$ cat config.mk
export PLATFORM = sky130hd
export DESIGN_NAME = fcmd_regbank
export DESIGN_NICKNAME = d
export VERILOG_FILES = /design/src/rtl/fcmd_pkg.sv /design/src/rtl/fcmd_decode.sv /design/src/rtl/fcmd_intr_ctrl.sv /design/src/rtl/fcmd_cfg_regs.sv /design/src/rtl/fcmd_regbank.sv
export SDC_FILE = /design/constraint.sdc
export NUM_CORES = 1
export LEC_CHECK = 0
export BUFFER_PORTS_ARGS = -buffer_cell sky130_fd_sc_hd__buf_4
export CAP_MARGIN = 25
export CORE_MARGIN = 2
export CORE_UTILIZATION = 30
export CTS_BUF_LIST = sky130_fd_sc_hd__clkbuf_8
export DETAILED_ROUTE_END_ITERATION = 10
export PLACE_DENSITY_LB_ADDON = 0.08
export SYNTH_ARGS = -nofsm -noshare
export SYNTH_HDL_FRONTEND = slang
export SYNTH_SLANG_ARGS = --single-unit
$ cat constraint.sdc
create_clock -name clk -period 2.3 [get_ports clk]
set_input_delay 0.345 -clock clk [delete_from_list [all_inputs] [get_ports clk]]
set_output_delay 0.345 -clock clk [all_outputs]
set_load 0.005 [all_outputs]
$ cat src/rtl/fcmd_pkg.sv
package fcmd_pkg;
    localparam int DW   = 16;
    localparam int AW   = 4;

    localparam logic [AW-1:0] A_CMD  = 4'h0;
    localparam logic [AW-1:0] A_CFGA = 4'h1;
    localparam logic [AW-1:0] A_CFGB = 4'h2;
    localparam logic [AW-1:0] A_STAT = 4'h3;
    localparam logic [AW-1:0] A_INTR = 4'h4;
    localparam logic [AW-1:0] A_SBUF = 4'h5;

    // interrupt register bit positions
    localparam int IB_MASTER = 15;
    localparam int IB_RST    = 4;
    localparam int IB_ERASE  = 5;
    localparam int IB_PROG   = 6;
    localparam int IB_LOAD   = 7;
    // status register bit positions
    localparam int SB_CMD    = 10;
    localparam int SB_ERASE  = 11;
    localparam int SB_PROG   = 12;
    localparam int SB_LOAD   = 13;
    localparam logic [DW-1:0] ERR_MASK =
        DW'((1 << SB_CMD) | (1 << SB_ERASE) | (1 << SB_PROG) | (1 << SB_LOAD));

    localparam logic [DW-1:0] CFGA_RST  = 16'h40C0;
    localparam logic [DW-1:0] INTR_COLD = 16'h8080;
    localparam logic [DW-1:0] INTR_HOT  = 16'h8010;
    localparam logic [DW-1:0] CFGA_RDMASK = 16'hFFE0;
    localparam int CFG_IRQPOL = 6;
    localparam int CFG_RDY    = 7;

    localparam int SBUF_IDX_LSB = 8;
    localparam int SBUF_IDX_W   = 4;
    localparam int SBUF_CNT_W   = 3;

    typedef enum logic [1:0] {
        CLS_UNKNOWN = 2'd0,
        CLS_RESET   = 2'd1,
        CLS_ENGINE  = 2'd2
    } cmd_class_e;

    typedef enum logic [1:0] {
        DONE_PLAIN = 2'd0,
        DONE_LOAD  = 2'd1,
        DONE_PROG  = 2'd2,
        DONE_ERASE = 2'd3
    } done_kind_e;

    function automatic cmd_class_e classify(input logic [DW-1:0] op);
        cmd_class_e c;
        unique case (op)
            16'h0000, 16'h0013, 16'h0080, 16'h001A, 16'h001B,
            16'h0023, 16'h0027, 16'h002A, 16'h002C, 16'h0071,
            16'h0094, 16'h0095, 16'h00B0, 16'h0030, 16'h0065: c = CLS_ENGINE;
            16'h00F0, 16'h00F3:                               c = CLS_RESET;
            default:                                          c = CLS_UNKNOWN;
        endcase
        return c;
    endfunction
endpackage

$ cat src/rtl/fcmd_decode.sv
module fcmd_decode
    import fcmd_pkg::*;
(
    input  logic          clk,
    input  logic          rst_n,
    input  logic          warm_rst,
    input  logic          cmd_we,
    input  logic [DW-1:0] wdata,
    input  logic          intr_master,
    output logic [DW-1:0] cmd_q,
    output logic          cmd_strobe,
    output logic          unknown_hit,
    output logic          hot_rst
);
    cmd_class_e cls;
    logic       accept;

    always_comb begin
        cls         = classify(wdata);
        accept      = cmd_we && !intr_master;
        unknown_hit = accept && (cls == CLS_UNKNOWN) && !warm_rst;
        hot_rst     = warm_rst || (accept && (cls == CLS_RESET));
    end

    always_ff @(posedge clk or negedge rst_n) begin
        if (!rst_n) begin
            cmd_q      <= '0;
            cmd_strobe <= 1'b0;
        end else if (hot_rst) begin
            cmd_q      <= '0;
            cmd_strobe <= 1'b0;
        end else begin
            cmd_strobe <= accept && (cls == CLS_ENGINE);
            if (accept) cmd_q <= wdata;
        end
    end

    assert_refuse_pending_R3: assert property (@(posedge clk) disable iff (!rst_n)
        (cmd_we && intr_master && !warm_rst) |=> ($stable(cmd_q) && !cmd_strobe));

    assert_strobe_engine_R4: assert property (@(posedge clk) disable iff (!rst_n)
        cmd_strobe |-> (classify(cmd_q) == CLS_ENGINE));
endmodule

$ cat src/rtl/fcmd_intr_ctrl.sv
module fcmd_intr_ctrl
    import fcmd_pkg::*;
(
    input  logic          clk,
    input  logic          rst_n,
    input  logic          hot_rst,
    input  logic          intr_we,
    input  logic [DW-1:0] wdata,
    input  logic          unknown_hit,
    input  logic          done_valid,
    input  logic [1:0]    done_kind,
    input  logic          done_err,
    output logic [DW-1:0] intr_q,
    output logic [DW-1:0] stat_q
);
    logic [DW-1:0] intr_base, stat_base, intr_set, stat_set, masked;
    done_kind_e    kind;

    always_comb begin
        kind   = done_kind_e'(done_kind);
        masked = intr_q & wdata;
        if (hot_rst) begin
            intr_base = INTR_HOT;
            stat_base = '0;
        end else if (intr_we) begin
            intr_base = masked;
            stat_base = masked[IB_MASTER] ? stat_q : (stat_q & ~ERR_MASK);
        end else begin
            intr_base = intr_q;
            stat_base = stat_q;
        end

        intr_set = '0;
        stat_set = '0;
        if (unknown_hit) begin
            intr_set[IB_MASTER] = 1'b1;
            stat_set[SB_CMD]    = 1'b1;
        end
        if (done_valid) begin
            intr_set[IB_MASTER] = 1'b1;
            if (done_err) stat_set[SB_CMD] = 1'b1;
            unique case (kind)
                DONE_PLAIN: ;
                DONE_LOAD: begin
                    intr_set[IB_LOAD] = 1'b1;
                    if (done_err) stat_set[SB_LOAD] = 1'b1;
                end
                DONE_PROG: begin
                    intr_set[IB_PROG] = 1'b1;
                    if (done_err) stat_set[SB_PROG] = 1'b1;
                end
                DONE_ERASE: begin
                    intr_set[IB_ERASE] = 1'b1;
                    if (done_err) stat_set[SB_ERASE] = 1'b1;
                end
            endcase
        end
    end

    always_ff @(posedge clk or negedge rst_n) begin
        if (!rst_n) begin
            intr_q <= INTR_COLD;
            stat_q <= '0;
        end else begin
            intr_q <= intr_base | intr_set;
            stat_q <= stat_base | stat_set;
        end
    end

    assert_done_master_R7: assert property (@(posedge clk) disable iff (!rst_n)
        done_valid |=> intr_q[IB_MASTER]);

    assert_err_wipe_R6: assert property (@(posedge clk) disable iff (!rst_n)
        (intr_we && !hot_rst && !done_valid && !(intr_q[IB_MASTER] && wdata[IB_MASTER]))
        |=> ((stat_q & ERR_MASK) == '0));
endmodule

$ cat src/rtl/fcmd_cfg_regs.sv
module fcmd_cfg_regs
    import fcmd_pkg::*;
(
    input  logic          clk,
    input  logic          rst_n,
    input  logic          hot_rst,
    input  logic          cfga_we,
    input  logic          cfgb_we,
    input  logic          sbuf_we,
    input  logic [DW-1:0] wdata,
    output logic [DW-1:0] cfga_q,
    output logic [DW-1:0] cfgb_q,
    output logic          rdy_q,
    output logic [DW-1:0] sbuf_rd
);
    logic [SBUF_IDX_W-1:0] idx_q;
    logic [SBUF_CNT_W-1:0] cnt_q, cnt_d;
    logic                  cnt_hi;

    always_comb begin
        cnt_d   = (wdata[1:0] == 2'd0) ? SBUF_CNT_W'(4) : SBUF_CNT_W'(wdata[1:0]);
        cnt_hi  = (cnt_q == SBUF_CNT_W'(3)) || (cnt_q == SBUF_CNT_W'(4));
        sbuf_rd = '0;
        sbuf_rd[SBUF_IDX_LSB +: SBUF_IDX_W] = idx_q;
        sbuf_rd[1] = cnt_hi;
    end

    always_ff @(posedge clk or negedge rst_n) begin
        if (!rst_n) begin
            cfga_q <= CFGA_RST;
            cfgb_q <= '0;
            rdy_q  <= 1'b1;
            idx_q  <= '0;
            cnt_q  <= SBUF_CNT_W'(1);
        end else if (hot_rst) begin
            cfga_q <= CFGA_RST;
            cfgb_q <= '0;
            rdy_q  <= 1'b1;
            idx_q  <= '0;
            cnt_q  <= SBUF_CNT_W'(1);
        end else begin
            if (cfga_we) begin
                cfga_q <= wdata;
                rdy_q  <= wdata[CFG_RDY];
            end
            if (cfgb_we) cfgb_q <= wdata;
            if (sbuf_we) begin
                idx_q <= wdata[SBUF_IDX_LSB +: SBUF_IDX_W];
                cnt_q <= cnt_d;
            end
        end
    end

    assert_rdy_follow_R10: assert property (@(posedge clk) disable iff (!rst_n)
        (cfga_we && !hot_rst) |=> (rdy_q == $past(wdata[CFG_RDY])));

    assert_hot_cfg_R2: assert property (@(posedge clk) disable iff (!rst_n)
        hot_rst |=> ((cfga_q == CFGA_RST) && rdy_q && (cfgb_q == '0)));
endmodule

$ cat src/rtl/fcmd_regbank.sv
module fcmd_regbank
    import fcmd_pkg::*;
(
    input  logic          clk,
    input  logic          rst_n,
    input  logic          warm_rst,
    input  logic [AW-1:0] reg_addr,
    input  logic          reg_we,
    input  logic [DW-1:0] reg_wdata,
    output logic [DW-1:0] reg_rdata,
    output logic          cmd_strobe,
    output logic [DW-1:0] cmd_op,
    input  logic          done_valid,
    input  logic [1:0]    done_kind,
    input  logic          done_err,
    output logic          irq_pin,
    output logic          rdy_pin
);
    logic          we_cmd, we_cfga, we_cfgb, we_intr, we_sbuf;
    logic          unknown_hit, hot_rst;
    logic [DW-1:0] cmd_q, cfga_q, cfgb_q, intr_q, stat_q, sbuf_rd;

    always_comb begin
        we_cmd  = reg_we && (reg_addr == A_CMD);
        we_cfga = reg_we && (reg_addr == A_CFGA);
        we_cfgb = reg_we && (reg_addr == A_CFGB);
        we_intr = reg_we && (reg_addr == A_INTR);
        we_sbuf = reg_we && (reg_addr == A_SBUF);
    end

    fcmd_decode u_decode (
        .clk(clk), .rst_n(rst_n), .warm_rst(warm_rst),
        .cmd_we(we_cmd), .wdata(reg_wdata), .intr_master(intr_q[IB_MASTER]),
        .cmd_q(cmd_q), .cmd_strobe(cmd_strobe),
        .unknown_hit(unknown_hit), .hot_rst(hot_rst)
    );

    fcmd_intr_ctrl u_intr (
        .clk(clk), .rst_n(rst_n), .hot_rst(hot_rst),
        .intr_we(we_intr), .wdata(reg_wdata), .unknown_hit(unknown_hit),
        .done_valid(done_valid), .done_kind(done_kind), .done_err(done_err),
        .intr_q(intr_q), .stat_q(stat_q)
    );

    fcmd_cfg_regs u_cfg (
        .clk(clk), .rst_n(rst_n), .hot_rst(hot_rst),
        .cfga_we(we_cfga), .cfgb_we(we_cfgb), .sbuf_we(we_sbuf),
        .wdata(reg_wdata), .cfga_q(cfga_q), .cfgb_q(cfgb_q),
        .rdy_q(rdy_pin), .sbuf_rd(sbuf_rd)
    );

    assign cmd_op  = cmd_q;
    assign irq_pin = intr_q[IB_MASTER] ~^ cfga_q[CFG_IRQPOL];

    always_comb begin
        case (reg_addr)
            A_CMD:   reg_rdata = cmd_q;
            A_CFGA:  reg_rdata = cfga_q & CFGA_RDMASK;
            A_CFGB:  reg_rdata = cfgb_q;
            A_STAT:  reg_rdata = stat_q;
            A_INTR:  reg_rdata = intr_q;
            A_SBUF:  reg_rdata = sbuf_rd;
            default: reg_rdata = '0;
        endcase
    end

    assert_unknown_flag_R5: assert property (@(posedge clk) disable iff (!rst_n)
        unknown_hit |=> (stat_q[SB_CMD] && intr_q[IB_MASTER] && !cmd_strobe));
endmodule

==> results of run 1 <==
[synthesized netlist by cell type (2+ instances only)]
cell | number | share of area
a222oi_1 | 6 | 0.018
o2bb2ai_1 | 2 | 0.0051
nand2_1 | 79 | 0.087
xnor2_1 | 2 | 0.0051
nor4b_1 | 2 | 0.0051
buf_2 | 4 | 0.0059
nor2_1 | 17 | 0.019
nand3b_1 | 3 | 0.0066
xor2_1 | 2 | 0.0051
nor3b_1 | 2 | 0.0044
inv_1 | 8 | 0.0088
o21ai_0 | 19 | 0.028
nor4bb_1 | 3 | 0.0088
a22oi_1 | 24 | 0.053
nor3_1 | 2 | 0.0029
nand4_1 | 2 | 0.0037
nand3_1 | 14 | 0.021
dfstp_2 | 6 | 0.046
a221o_1 | 2 | 0.0059
nor4_1 | 3 | 0.0055
nor4b_2 | 2 | 0.0088
dfrtp_1 | 65 | 0.48
a22o_1 | 18 | 0.046
a21oi_1 | 31 | 0.046
or4_1 | 2 | 0.0044
clkbuf_1 | 24 | 0.026
[metal layers]
metal	vias up	global-route usage
met5	-	0
met4	0	0.0450
met3	13	0.0340
met2	94	0.310
met1	1547	0.264
li1	1438	-
[flip-flops by register name, indices dropped and copies added (netlist names)]
register,flops
u_cfg.cnt_q,3
u_intr.intr_q,16
u_cfg.cfgb_q,16
u_decode.cmd_q,16
u_cfg.idx_q,4
u_intr.stat_q,4
u_cfg.cfga_q,11
u_decode.cmd_strobe,1
[cell type report]
| type | instances | area [sq um] |
|---|---|---|
| inverter | 8 | 30.0 |
| timing repair buffer | 83 | 636 |
| sequential | 71 | 1780 |
| clock buffer | 12 | 165 |
| tap | 140 | 175 |
| multi-input combinational | 254 | 1510 |
| clock inverter | 4 | 16.3 |
| fill | 1130 | 6620 |
[per-stage QoR]
step / instances / setup WS (ns) / hold WS (ns) / cell area (sq um)
detailed placement: 556 / 0.0714 / 0.384 / 4130
global placement: 556 / 0.110 / 0.391 / 4130
global route: 572 / 0.343 / 0.0251 / 4320
finish: 572 / 0.385 / -0.00817 / 4320
floorplan: 361 / 0.121 / 0.0494 / 3400
CTS: 572 / 0.344 / 0.00949 / 4320
[kinds of logic after synthesis]
| kind of cell | after synthesis |
|---|---|
| DFF | 71 |
| AOI/OAI and AO/OA | 111 |
| xor gates and xnor gates | 4 |
| buffers and inverters | 36 |
| and+or+nand+nor | 139 |
[where the power goes]
group          switching [W]  internal [W]  total (W)
sequential         0.0000118       0.00127    0.00128
combinational       0.000157     0.0000873   0.000244
clock               0.000455      0.000468   0.000922
[critical path: stages]
cell	delay, ns
buf_4	0.15
nor4_4	0.36
buf_4	0.34
a22oi_1	0.13
nand2_1	0.12
buf_4	0.12
[worst min path at each step]
| stage | start | to | cells after the start |
|---|---|---|---|
| 5_1_grt | rst_n | u_intr.stat_q[11] | 1 |
| 6_report | rst_n | u_intr.stat_q[11] | 1 |
| 3_3_place_gp | rst_n | u_intr.stat_q[12] | 1 |
| 2_1_floorplan | rst_n | u_cfg.cfga_q[10] | 0 |
| 3_5_place_dp | rst_n | u_intr.stat_q[11] | 1 |
| 4_1_cts | rst_n | u_intr.stat_q[11] | 1 |
==> flow_summary.toml, run 1 <==
[run_status]
status = "complete, but fails checks"
violations = "negative hold slack"

[global_routing]
grt_pass1_wl_um = 18200
first_global_vias = 3030
gr-total-overflow = 0
grt_usage = 0.190
antenna_found_initial = 0
grt_max_degree = 46

[die]
fp.dieW_um = 111
io_pins = 63
die-area_sq_um = 12200
rows = 38
initial_core_util = 0.311
fp.coreArea_sq_um = 10900
die_y_um = 111

[power]
peakVddDrop_mv = 0.236
power_w = 0.00244
p_leak_nw = 1.97
pwr_density_cell_nw_per_um2 = 567

[logic_synthesis]
synth-compound-area-share = 0.227
netlist_instances = 361
synth-simple-area-share = 0.197
synth-xor-area-share = 0.0103
synthArstFlopShare = 1.00
synth_ff_type = "dfrtp_1"
avgSynthCellArea_sq_um = 9.43
syn-num-nets = 389
synthAdderAreaFrac = 0
synth_mux_area_frac = 0
ys_seq_area_frac = 0.524
synthDistinctLibCells = 43
syn-cell-area_sq_um = 3400
ys_warn_count = 0
synth_edf_count = 0
synth_top_family_by_area = "compound AO/OA/AOI/OAI gates"
synth_seq_cells = 71

[sta]
hold_ws_ns = -0.00817
setup-violations-final = 0
worstMarginPinSlew_ns = 0.737
report.final.slew_viol_count = 0
fmax_mhz = 522
slew_headroom = 0.509
hold_viol = 5
setup_tns_ns = 0
timing.final.crit_share = 0.833
skew_ns = 0.0102
rsz0062_at_grt = "false"
final.min_clock_period_ns = 1.91

[clocking]
cts-root-buf = "clkbuf_8"
hold_buffers = 0
clkTransAtPathRegs_ns = 0.07
cts.path.max_buffers = 2
cts_tree = "yes"
cts_setup_buffers = 0
cts_made_buffers = 9
ctsHtreeMaxLevel = 3
clk_latency_ns = 0.35
cts_resized = 0
cts.sinks = 71

[final_layout]
area_delta_synth_final_pct = 26.8
final_util = 0.395
drive_above_1_share = 0.250
n_antenna_cell = 0
layout_common_cells = "82 x buf_4, 79 x nand2_1, 65 x dfrtp_1, 31 x a21oi_1, 24 x a22oi_1"
final_common_cell = "buf_4"
final_nets = 455

[critical_path]
rr_worst_depth = 4
arrival_ns = 1.57
reg2reg_from = "u_intr.intr_q[15]"
startpoint = "reg_addr[0]"
critPathMaxFanout = 17
r2r_end = "u_decode.cmd_q[15]"
rrSetupSlack_ns = 0.56
crit_path_end = "reg_rdata[15]"
path_class = "input pin to output pin"
end_kind = "output pin"
cp-start-kind = "input pin"
required_ns = 1.96

[route]
drt_first_pass_iters = 6
drtAntennaViolNets = 0
drtIter0Drc = 236
top_layer = "met4"
met1_length_um = 5130
met2_length_um = 5550
vias = 3092
drc_errors = 0
routedWlPerCell_um = 20.0
via_per_inst = 5.41
routed_wirelength_um = 11400
wl_met3_um = 633

[hold_path]
hold_class = "input pin to asynchronous set/reset pin"

[placement]
placement.io_buffers = 62
gp_congestion = 0.776
dp_hpwl_um = 7640

[flow_run]
maxCapViolations = 0
Note: power is estimated with default switching activity, not from simulation.
==> run 2, diff against run 1 <==
clock period = 1.6 ns   (was 2.3 ns; I/O delays follow)
==> flow_summary.toml, run 2 (synthesis gave the netlist of run 1 again) <==
[run_status]
status = "complete, but fails checks"
violations = "negative setup slack"

[critical_path]
end_kind = "output pin"
path_buf_inv = 1
path_class = "register to output pin"
rrSetupSlack_ns = 0.03
arrival_ns = 1.40
slowest_delay_ns = 0.55
crit_slowest_cell = "dfstp_2"
critical_path.top_delay_family = "flip-flops"
crit_top_cell = "nand2_1"
critPathMaxFanout = 3
required_ns = 1.36
crit_chain = "nor2_2 -> nand2_1 -> o21ai_2 -> a22oi_1 -> nand2_1 -> buf_4"
cp-start-kind = "register"

[clocking]
cts.path.max_buffers = 2
clk_latency_ns = 0.35
cts_made_buffers = 9
cts.sinks = 71
cts_tree = "yes"
ctsHtreeMaxLevel = 3
cts-root-buf = "clkbuf_8"
clkTransAtPathRegs_ns = 0.07

[placement]
placement.io_buffers = 62
gp_congestion = 0.799
dp_hpwl_um = 8030
place_area_sq_um = 4490
dp_slack_ns = -0.405
place_inst = 600

[power]
p_clk_frac = 0.347
pwr-share-comb = 0.127
power_w = 0.00349
pwr_density_cell_nw_per_um2 = 718
switching_share = 0.267
p_sw_w = 0.000931
peakVddDrop_mv = 0.304
seqPwrFrac = 0.526
p_leak_nw = 2.25
p_int_w = 0.00256

[global_routing]
first_global_vias = 3266
use_met3 = 0.0368
top_usage_layer = "met2"
grt_use_met1 = 0.265
grt_util_met2 = 0.304
grt_max_degree = 33
grt_pass1_wl_um = 18200
gr-total-overflow = 0
grt_usage = 0.191
antenna_found_initial = 0

[sta]
worstMarginPinSlew_ns = 0.447
timing.final.crit_share = 1.03
rsz0062_at_grt = "true"
setup-violations-final = 4
fmax_mhz = 609
final.min_clock_period_ns = 1.64
hold_viol = 0
hold_ws_ns = 0.126
report.final.slew_viol_count = 0
layout_setup_ws_ns = -0.0417
skew_ns = 0.00808
slew_headroom = 0.700

[final_layout]
finalInstanceArea_sq_um = 4860
layoutNonFillerInstCount = 622
n_antenna_cell = 0
final_nets = 505
reg_top3 = "u_cfg.cfgb_q (16), u_decode.cmd_q (16), u_intr.intr_q (16)"
area_delta_synth_final_pct = 42.9
layout_common_cells = "108 x buf_4, 79 x nand2_1, 65 x dfrtp_1, 31 x a21oi_1, 20 x a22oi_1"
drive_above_1_share = 0.353
final_common_cell = "buf_4"

[route]
drtIter0Drc = 239
drtAntennaViolNets = 0
drc_errors = 0
via_per_inst = 5.22
drt_first_pass_iters = 5
routedWlPerCell_um = 18.3
vias = 3246
routed_wirelength_um = 11400

[die]
die-area_sq_um = 12200
initial_core_util = 0.311
fp.dieW_um = 111
die_y_um = 111
rows = 38
io_pins = 63
fp.coreArea_sq_um = 10900

[hold_path]
hold_class = "input pin to register"

[flow_run]
maxCapViolations = 0
[run 2: changes by cell type in the layout (fill, tap and decap cells not counted), sizes merged]
cell	delta
buf	+49
clkbuf	-3
clkinv	+3
clkinvlp	+1
dlygate4sd3	+1
inv	-1
[run 2: final cells by class]
class	instances	area, sq um
Clock buffer	9	124
Clock inverter	7	35.0
Fill cell	1086	6070
Inverter	8	30.0
Multi-Input combinational cell	254	1580
Sequential cell	71	1780
Tap cell	140	175
Timing Repair Buffer	133	1140
[run 2: worst paths after layout]
path                                    from                 end  cells past startpoint
setup / recovery              u_cfg.cnt_q[0]        reg_rdata[1]                      6
hold / removal                  done_kind[0]    u_intr.intr_q[6]                      2
setup reg to reg           u_intr.intr_q[15]   u_intr.intr_q[15]                      4
hold reg to reg            u_intr.stat_q[13]   u_intr.stat_q[13]                      1
max in group asynchronous              rst_n      u_cfg.cnt_q[2]                      3
min in group asynchronous              rst_n  u_decode.cmd_q[14]                      2
[run 2: power groups by stage]
stage          registers, W  logic, W  clock network [W]
2_1_floorplan       0.00187  0.000144                  0
3_3_place_gp        0.00187  0.000411                  0
3_5_place_dp        0.00187  0.000412                  0
4_1_cts             0.00184  0.000431            0.00126
5_1_grt             0.00184  0.000485            0.00133
6_report            0.00184  0.000443            0.00121
[run 2: repair_timing]
item / in CTS / in global routing
hold endpoints to repair: 23 / 0
resized for setup: 17 / 26
setup endpoints to repair: 42 / 34
hold buffers: 1 / 0
setup buffers: 3 / 5
pin swaps: 14 / 14
gates cloned: 0 / 0
[run 2: through the flow]
step | TNS, ns | utilization
after global routing | -0.657 | 0.445
after CTS | -0.200 | 0.433
after global placement | -21.14 | 0.411
after detailed placement | -23.81 | 0.411
final | -0.0934 | 0.445
after floorplan | -19.72 | -
[run 2: metal layers]
metal  vias up  wire (um)
li1       1543          -
met1      1574       5260
met2       116       5270
met3        13        659
met4         0        165
met5         -          0
